## src/rtl/rx_pkg.sv

```systemverilog
package rx_pkg;
  localparam int OVS      = 16;
  localparam int PH_W     = $clog2(OVS);
  localparam int POW_W    = 3;
  localparam int PRE_W    = 5;
  localparam int DIV_W    = PRE_W + (1 << POW_W) - 1;
  localparam int DATA_W   = 8;
  localparam int SYNC_N   = 2;
  localparam logic [PH_W-1:0] SMP_A = PH_W'(OVS/2 - 1);
  localparam logic [PH_W-1:0] SMP_B = PH_W'(OVS/2);
  localparam logic [PH_W-1:0] SMP_C = PH_W'(OVS/2 + 1);

  typedef enum logic [1:0] {ST_IDLE, ST_START, ST_DATA, ST_STOP} rx_state_t;

  function automatic logic [PRE_W-1:0] pre_factor(input logic [1:0] sel);
    case (sel)
      2'd0:    pre_factor = PRE_W'(1);
      2'd1:    pre_factor = PRE_W'(3);
      2'd2:    pre_factor = PRE_W'(4);
      default: pre_factor = PRE_W'(13);
    endcase
  endfunction
endpackage

```

## src/rtl/rx_sync.sv

```systemverilog
module rx_sync #(
  parameter int STAGES = 2
) (
  input  logic clk,
  input  logic rst_n,
  input  logic d,
  output logic q
);
  logic [STAGES-1:0] chain_q;

  generate
    for (genvar i = 0; i < STAGES; i++) begin : g_stage
      if (i == 0) begin : g_first
        always_ff @(posedge clk or negedge rst_n)
          if (!rst_n) chain_q[0] <= 1'b1;
          else        chain_q[0] <= d;
      end else begin : g_next
        always_ff @(posedge clk or negedge rst_n)
          if (!rst_n) chain_q[i] <= 1'b1;
          else        chain_q[i] <= chain_q[i-1];
      end
    end
  endgenerate

  assign q = chain_q[STAGES-1];
endmodule

```

## src/rtl/rx_tick_gen.sv

```systemverilog
module rx_tick_gen
  import rx_pkg::*;
(
  input  logic             clk,
  input  logic             rst_n,
  input  logic [1:0]       pre_sel,
  input  logic [POW_W-1:0] pow,
  output logic             tick
);
  logic [DIV_W-1:0] div_last;
  logic [DIV_W-1:0] cnt_q, cnt_d;

  always_comb begin
    div_last = (DIV_W'(pre_factor(pre_sel)) << pow) - DIV_W'(1);
    tick     = (cnt_q >= div_last);
    cnt_d    = tick ? '0 : cnt_q + DIV_W'(1);
  end

  always_ff @(posedge clk or negedge rst_n)
    if (!rst_n) cnt_q <= '0;
    else        cnt_q <= cnt_d;
endmodule

```

## src/rtl/rx_frame.sv

```systemverilog
module rx_frame
  import rx_pkg::*;
(
  input  logic              clk,
  input  logic              rst_n,
  input  logic              tick,
  input  logic              line,
  input  logic              nine,
  output logic              done,
  output logic [DATA_W-1:0] dat,
  output logic              b8,
  output logic              noisy,
  output logic              ferr
);
  rx_state_t         st_q, st_d;
  logic [PH_W-1:0]   ph_q, ph_d;
  logic              sa_q, sa_d, sb_q, sb_d;
  logic [3:0]        bc_q, bc_d;
  logic [DATA_W:0]   sh_q, sh_d;
  logic              nz_q, nz_d;
  logic              vote, split;
  logic [3:0]        last_bit;

  assign vote     = (sa_q & sb_q) | (sa_q & line) | (sb_q & line);
  assign split    = ~((sa_q == sb_q) && (sb_q == line));
  assign last_bit = nine ? 4'(DATA_W) : 4'(DATA_W - 1);

  always_comb begin
    st_d = st_q; ph_d = ph_q; sa_d = sa_q; sb_d = sb_q;
    bc_d = bc_q; sh_d = sh_q; nz_d = nz_q; done = 1'b0;
    if (tick) begin
      if (st_q == ST_IDLE) begin
        if (!line) begin
          st_d = ST_START;
          ph_d = PH_W'(1);
          nz_d = 1'b0;
        end
      end else begin
        ph_d = ph_q + PH_W'(1);
        if (ph_q == SMP_A) sa_d = line;
        if (ph_q == SMP_B) sb_d = line;
        if (ph_q == SMP_C) begin
          case (st_q)
            ST_START: begin
              if (vote) st_d = ST_IDLE;
              else begin
                st_d = ST_DATA;
                bc_d = '0;
                nz_d = split;
              end
            end
            ST_DATA: begin
              sh_d = {vote, sh_q[DATA_W:1]};
              nz_d = nz_q | split;
              bc_d = bc_q + 4'd1;
              if (bc_q == last_bit) st_d = ST_STOP;
            end
            ST_STOP: begin
              done = 1'b1;
              st_d = ST_IDLE;
            end
            default: st_d = ST_IDLE;
          endcase
        end
      end
    end
  end

  always_ff @(posedge clk or negedge rst_n)
    if (!rst_n) begin
      st_q <= ST_IDLE; ph_q <= '0; sa_q <= 1'b1; sb_q <= 1'b1;
      bc_q <= '0; sh_q <= '0; nz_q <= 1'b0;
    end else begin
      st_q <= st_d; ph_q <= ph_d; sa_q <= sa_d; sb_q <= sb_d;
      bc_q <= bc_d; sh_q <= sh_d; nz_q <= nz_d;
    end

  assign dat   = nine ? sh_q[DATA_W-1:0] : sh_q[DATA_W:1];
  assign b8    = nine & sh_q[DATA_W];
  assign noisy = nz_q | split;
  assign ferr  = ~vote;
endmodule

```

## src/rtl/rx_hold.sv

```systemverilog
module rx_hold
  import rx_pkg::*;
(
  input  logic              clk,
  input  logic              rst_n,
  input  logic              done,
  input  logic [DATA_W-1:0] dat,
  input  logic              b8,
  input  logic              noisy,
  input  logic              ferr,
  input  logic              rd,
  output logic [DATA_W-1:0] data_q,
  output logic              bit8_q,
  output logic              full_q,
  output logic              nf_q,
  output logic              ovr_q,
  output logic              fe_q
);
  logic [DATA_W-1:0] data_d;
  logic bit8_d, full_d, nf_d, ovr_d, fe_d, accept;

  assign accept = done & (~full_q | rd);

  always_comb begin
    data_d = data_q; bit8_d = bit8_q; full_d = full_q;
    nf_d = nf_q; ovr_d = ovr_q; fe_d = fe_q;
    if (accept) begin
      data_d = dat; bit8_d = b8; full_d = 1'b1;
      nf_d = noisy; fe_d = ferr; ovr_d = 1'b0;
    end else if (rd) begin
      full_d = 1'b0; nf_d = 1'b0; fe_d = 1'b0; ovr_d = 1'b0;
    end else if (done) begin
      ovr_d = 1'b1;
    end
  end

  always_ff @(posedge clk or negedge rst_n)
    if (!rst_n) begin
      data_q <= '0; bit8_q <= 1'b0; full_q <= 1'b0;
      nf_q <= 1'b0; ovr_q <= 1'b0; fe_q <= 1'b0;
    end else begin
      data_q <= data_d; bit8_q <= bit8_d; full_q <= full_d;
      nf_q <= nf_d; ovr_q <= ovr_d; fe_q <= fe_d;
    end
endmodule

```

## src/rtl/oversample_rx.sv

```systemverilog
module oversample_rx
  import rx_pkg::*;
(
  input  logic              clk,
  input  logic              rst_n,
  input  logic              rx_in,
  input  logic [1:0]        cfg_pre_sel,
  input  logic [POW_W-1:0]  cfg_pow,
  input  logic              cfg_nine,
  input  logic [2:0]        cfg_ie,
  input  logic              rd_strobe,
  output logic [DATA_W-1:0] rx_data,
  output logic              rx_bit8,
  output logic              rx_full,
  output logic              noise_flag,
  output logic              overrun_flag,
  output logic              frame_err_flag,
  output logic              irq
);
  logic              line_s, tick;
  logic              w_done, w_b8, w_noisy, w_ferr;
  logic [DATA_W-1:0] w_dat;

  rx_sync #(.STAGES(SYNC_N)) u_sync (
    .clk(clk), .rst_n(rst_n), .d(rx_in), .q(line_s));

  rx_tick_gen u_tick (
    .clk(clk), .rst_n(rst_n), .pre_sel(cfg_pre_sel), .pow(cfg_pow), .tick(tick));

  rx_frame u_frame (
    .clk(clk), .rst_n(rst_n), .tick(tick), .line(line_s), .nine(cfg_nine),
    .done(w_done), .dat(w_dat), .b8(w_b8), .noisy(w_noisy), .ferr(w_ferr));

  rx_hold u_hold (
    .clk(clk), .rst_n(rst_n), .done(w_done), .dat(w_dat), .b8(w_b8),
    .noisy(w_noisy), .ferr(w_ferr), .rd(rd_strobe),
    .data_q(rx_data), .bit8_q(rx_bit8), .full_q(rx_full),
    .nf_q(noise_flag), .ovr_q(overrun_flag), .fe_q(frame_err_flag));

  assign irq = |(cfg_ie & {frame_err_flag, overrun_flag, rx_full});
endmodule

```

## config.mk

```make
export PLATFORM = sky130hd
export DESIGN_NAME = oversample_rx
export DESIGN_NICKNAME = d
export VERILOG_FILES = /design/src/rtl/rx_pkg.sv /design/src/rtl/rx_sync.sv /design/src/rtl/rx_tick_gen.sv /design/src/rtl/rx_frame.sv /design/src/rtl/rx_hold.sv /design/src/rtl/oversample_rx.sv
export SDC_FILE = /design/constraint.sdc
export NUM_CORES = 1
export LEC_CHECK = 0
export CAP_MARGIN = 30
export CORE_AREA = 2 2 83 85
export DETAILED_ROUTE_END_ITERATION = 10
export DIE_AREA = 0 0 85 87
export PLACE_DENSITY = 0.74
export SLEW_MARGIN = 20
export SYNTH_ARGS = -nofsm -noshare
export SYNTH_HDL_FRONTEND = slang
export SYNTH_HIERARCHICAL = 1
export SYNTH_SLANG_ARGS = --single-unit
```

## constraint.sdc

```tcl
create_clock -name clk -period 8.1 [get_ports clk]
set_input_delay 0.81 -clock clk [delete_from_list [all_inputs] [get_ports clk]]
set_output_delay 0.81 -clock clk [all_outputs]
set_load 0.03 [all_outputs]
```

==> flow_summary_export.csv <==
group,metric,value,unit
run_status,status,"finished clean",
grt,grt_max_degree,50,
power_and_ir_drop,power.density,173,nW/um2
setup_path,rrSetupSlack,4.38,ns
grt,antenna_found_initial,0,
grt,grt_pass1_vias,2160,
finish,diodes,0,
logic_synthesis,yosysSeqAreaShare,0.374,
sta,slew_violations,0,
die,die_area,7400,um2
finish,layout.cells.non_filler,408,
setup_path,worstReg2RegStart,"u_tick/cnt_q[5]",
clock_network,cts_sinks,49,
logic_synthesis,netlist_area,3290,um2
finish,final_nets,364,
clock_network,cts_max_level,2,
grt,grt_first_pass_wirelength,10.1,mm
clock_network,post_cts_buffers,0,
logic_synthesis,yosysTopAreaCellShare,0.342,
clock_network,cts_made_buffers,5,
grt,grt_overflow_total,0,
setup_path,critPathKind,"in2reg",
setup_path,cp.required,8.30,ns
setup_path,end_kind,"register",
sta,finalSetupTns,0,ns
place,io_buffers,26,
clock_network,clk_path_buf_depth,2,
place,gp_congestion,0.830,
clock_network,ctsHoldBuffers,0,
sta,tightestPinTransition,0.724,ns
place,hpwl,4.33,mm
power_and_ir_drop,p_leak,1.66,nW
sta,fin_crit_sh,0.784,
logic_synthesis,synth_flop_cell,"dfrtp_1",
clock_network,cts_tree,"built",
die,row_count,30,
die,ios,27,
logic_synthesis,synth_enable_flop_cells,0,
clock_network,path_clk_slew,0.10,ns
worst_hold_path,hp-start,"u_sync/chain_q[0]",
die,dieHeight,87,um
logic_synthesis,yosys-top-cells-count,"dfrtp_1, ha_1, mux2_2, o21ai_0",
logic_synthesis,synthCells,310,
logic_synthesis,synth_seq_cells,49,
routing,wl_per_cell,14.7,um
logic_synthesis,synth_top_area_cell,"dfrtp_1",
sta,hold_viol,0,
logic_synthesis,syn_area_per_cell,10.6,um2
logic_synthesis,ys_types,69,
die,die_w,85,um
logic_synthesis,syn_nets,347,
setup_path,worstPathArrival,6.55,ns
setup_path,start_kind,"input pin",
routing,wirelength,6.01,mm
worst_hold_path,hold_end,"u_sync/q",
worst_hold_path,holdPathStages,0,
run,maxCapViolations,0,
routing,first_pass_iters,4,
setup_path,worstPathMaxFanout,19,
worst_hold_path,hold_path.class,"reg2reg",
clock_network,cts_resized,0,
sta,setup_viol,0,
place,dp_cells,400,
sta,slew_headroom,0.516,
finish,area_growth,10.6,%
setup_path,r2r.worst_path.cells,10,
routing,first_iter_violations,111,
die,start_util,0.501,
sta,layout_min_cycle_time,6.35,ns
power_and_ir_drop,peakVddDrop,118,uV
clock_network,clock_latency,0.30,ns
setup_path,reg2reg_to,"u_hold/data_q[0]",
grt,track_usage,0.165,
logic_synthesis,post-synth-top-count-cell,"dfrtp_1",
logic_synthesis,async_flop_share,1.00,
routing,vias_per_cell,5.85,
routing,routed-via-count,2386,
sta,rsz0062_at_grt,"no",
logic_synthesis,ys_warn_count,6,
finish,drive_gt1_frac,0.177,
die,core,6570,um2
clock_network,cts_root_buffer,"clkbuf_8",
sta,clock_skew,0.0117,ns
sta,fmax,0.158,GHz
routing,drc,0,
logic_synthesis,ys_top_cells_by_area,"dfrtp_1, ha_1, mux2_2",
routing,drtAntennaViolNets,0,
## metrics by stage
step	util	setup slack, ns	area (um2)	hold slack (ns)	power, mW
4_1_cts	0.554	1.82	3640	0.362	0.636
2_1_floorplan	-	3.06	3290	0.345	0.446
3_5_place_dp	0.540	1.49	3550	0.348	0.485
6_report	0.554	1.75	3640	0.360	0.630
3_3_place_gp	0.540	1.61	3550	0.347	0.481
5_1_grt	0.554	1.38	3640	0.365	0.673
## cells by family after synthesis
logic type / after synthesis / share of synthesized area
other: 1 / 0.00114
AOI/OAI and AO/OA: 74 / 0.172
adders and majority gates: 24 / 0.0912
muxes: 33 / 0.122
xor gates and xnor gates: 12 / 0.0319
buffers and inverters: 31 / 0.0490
and+or+nand+nor: 86 / 0.159
DFF: 49 / 0.374
## cell type report
type	count	area (um2)
Clock buffer	5	68.8
Clock inverter	3	25.0
Fill cell	562	2930
Inverter	14	52.6
Multi-Input combinational cell	230	1900
Sequential cell	49	1230
Tap cell	80	100
Timing Repair Buffer	27	263
## how the worst max path moves through the flow
stage                from                to  slack (ns)  depth (start not counted)
2_1_floorplan  cfg_pow[2]     u_hold/bit8_q        3.06                         23
3_3_place_gp   cfg_pow[0]  u_hold/data_q[5]        1.61                         19
3_5_place_dp   cfg_pow[0]     u_hold/bit8_q        1.49                         19
4_1_cts        cfg_pow[0]  u_hold/data_q[0]        1.82                         19
5_1_grt        cfg_pow[0]  u_hold/data_q[0]        1.38                         19
6_report       cfg_pow[0]  u_hold/data_q[0]        1.75                         19
## state kept, by name, indices dropped and copies added, names as in the netlist
name,cells
u_frame/sa_q,1
u_frame/st_q,2
u_tick/cnt_q,12
u_hold/ovr_q,1
u_hold/nf_q,1
u_frame/bc_q,4
u_sync/chain_q,1
u_hold/fe_q,1
u_sync/q,1
u_hold/bit8_q,1
u_hold/full_q,1
u_hold/data_q,8
u_frame/sh_q,9
u_frame/ph_q,4
u_frame/nz_q,1
u_frame/sb_q,1
## critical path, stage by stage
cell,delay [ns]
clkdlybuf4s50_1,0.87
nand2_1,0.27
o21ai_0,0.14
nand2_1,0.09
ha_1,0.34
or3b_1,0.44
a21oi_1,0.14
a31oi_1,0.06
a32o_1,0.30
ha_1,0.27
nand2_1,0.07
or3_1,0.32
o221ai_2,0.54
a21o_2,0.26
nor2b_1,0.47
and3_1,0.31
and2_1,0.36
nand2_8,0.15
mux2_4,0.33
## cell usage in the layout (no fill, tap or decap), types with 3 or more instances in the layout
cell	n
nor3_1	3
dfrtp_1	45
a21oi_1	9
ha_1	24
clkbuf_8	5
nor2_1	16
nand2_1	16
o21ai_0	18
a21o_1	3
a32o_1	3
mux2_4	9
nand4_1	4
a41oi_1	3
nor3b_1	3
inv_1	13
xnor2_1	6
dfstp_2	4
a211oi_1	11
clkdlybuf4s50_1	25
nand3_1	11
or3_1	4
and4_1	3
o32a_1	3
xor2_1	6
mux2_2	18
mux2i_1	5
## power by group
group	internal (mW)	switching, mW	leakage, nW
Clock	0.0625	0.0864	0.0447
Sequential	0.270	0.0337	0.636
Combinational	0.0788	0.0983	0.981
Total	0.411	0.218	1.66
## routing by layer
| layer | part of all wire | up-vias | routed length [um] | global-route usage |
|---|---|---|---|---|
| met4 | 0.0073 | 0 | 44 | 0.0375 |
| met1 | 0.49 | 1168 | 2970 | 0.239 |
| met2 | 0.48 | 34 | 2860 | 0.263 |
| met3 | 0.023 | 4 | 139 | 0.0275 |
| met5 | 0 | - | 0 | 0 |
| li1 | - | 1180 | - | - |
No activity file was read; power rests on OpenSTA's default activity.
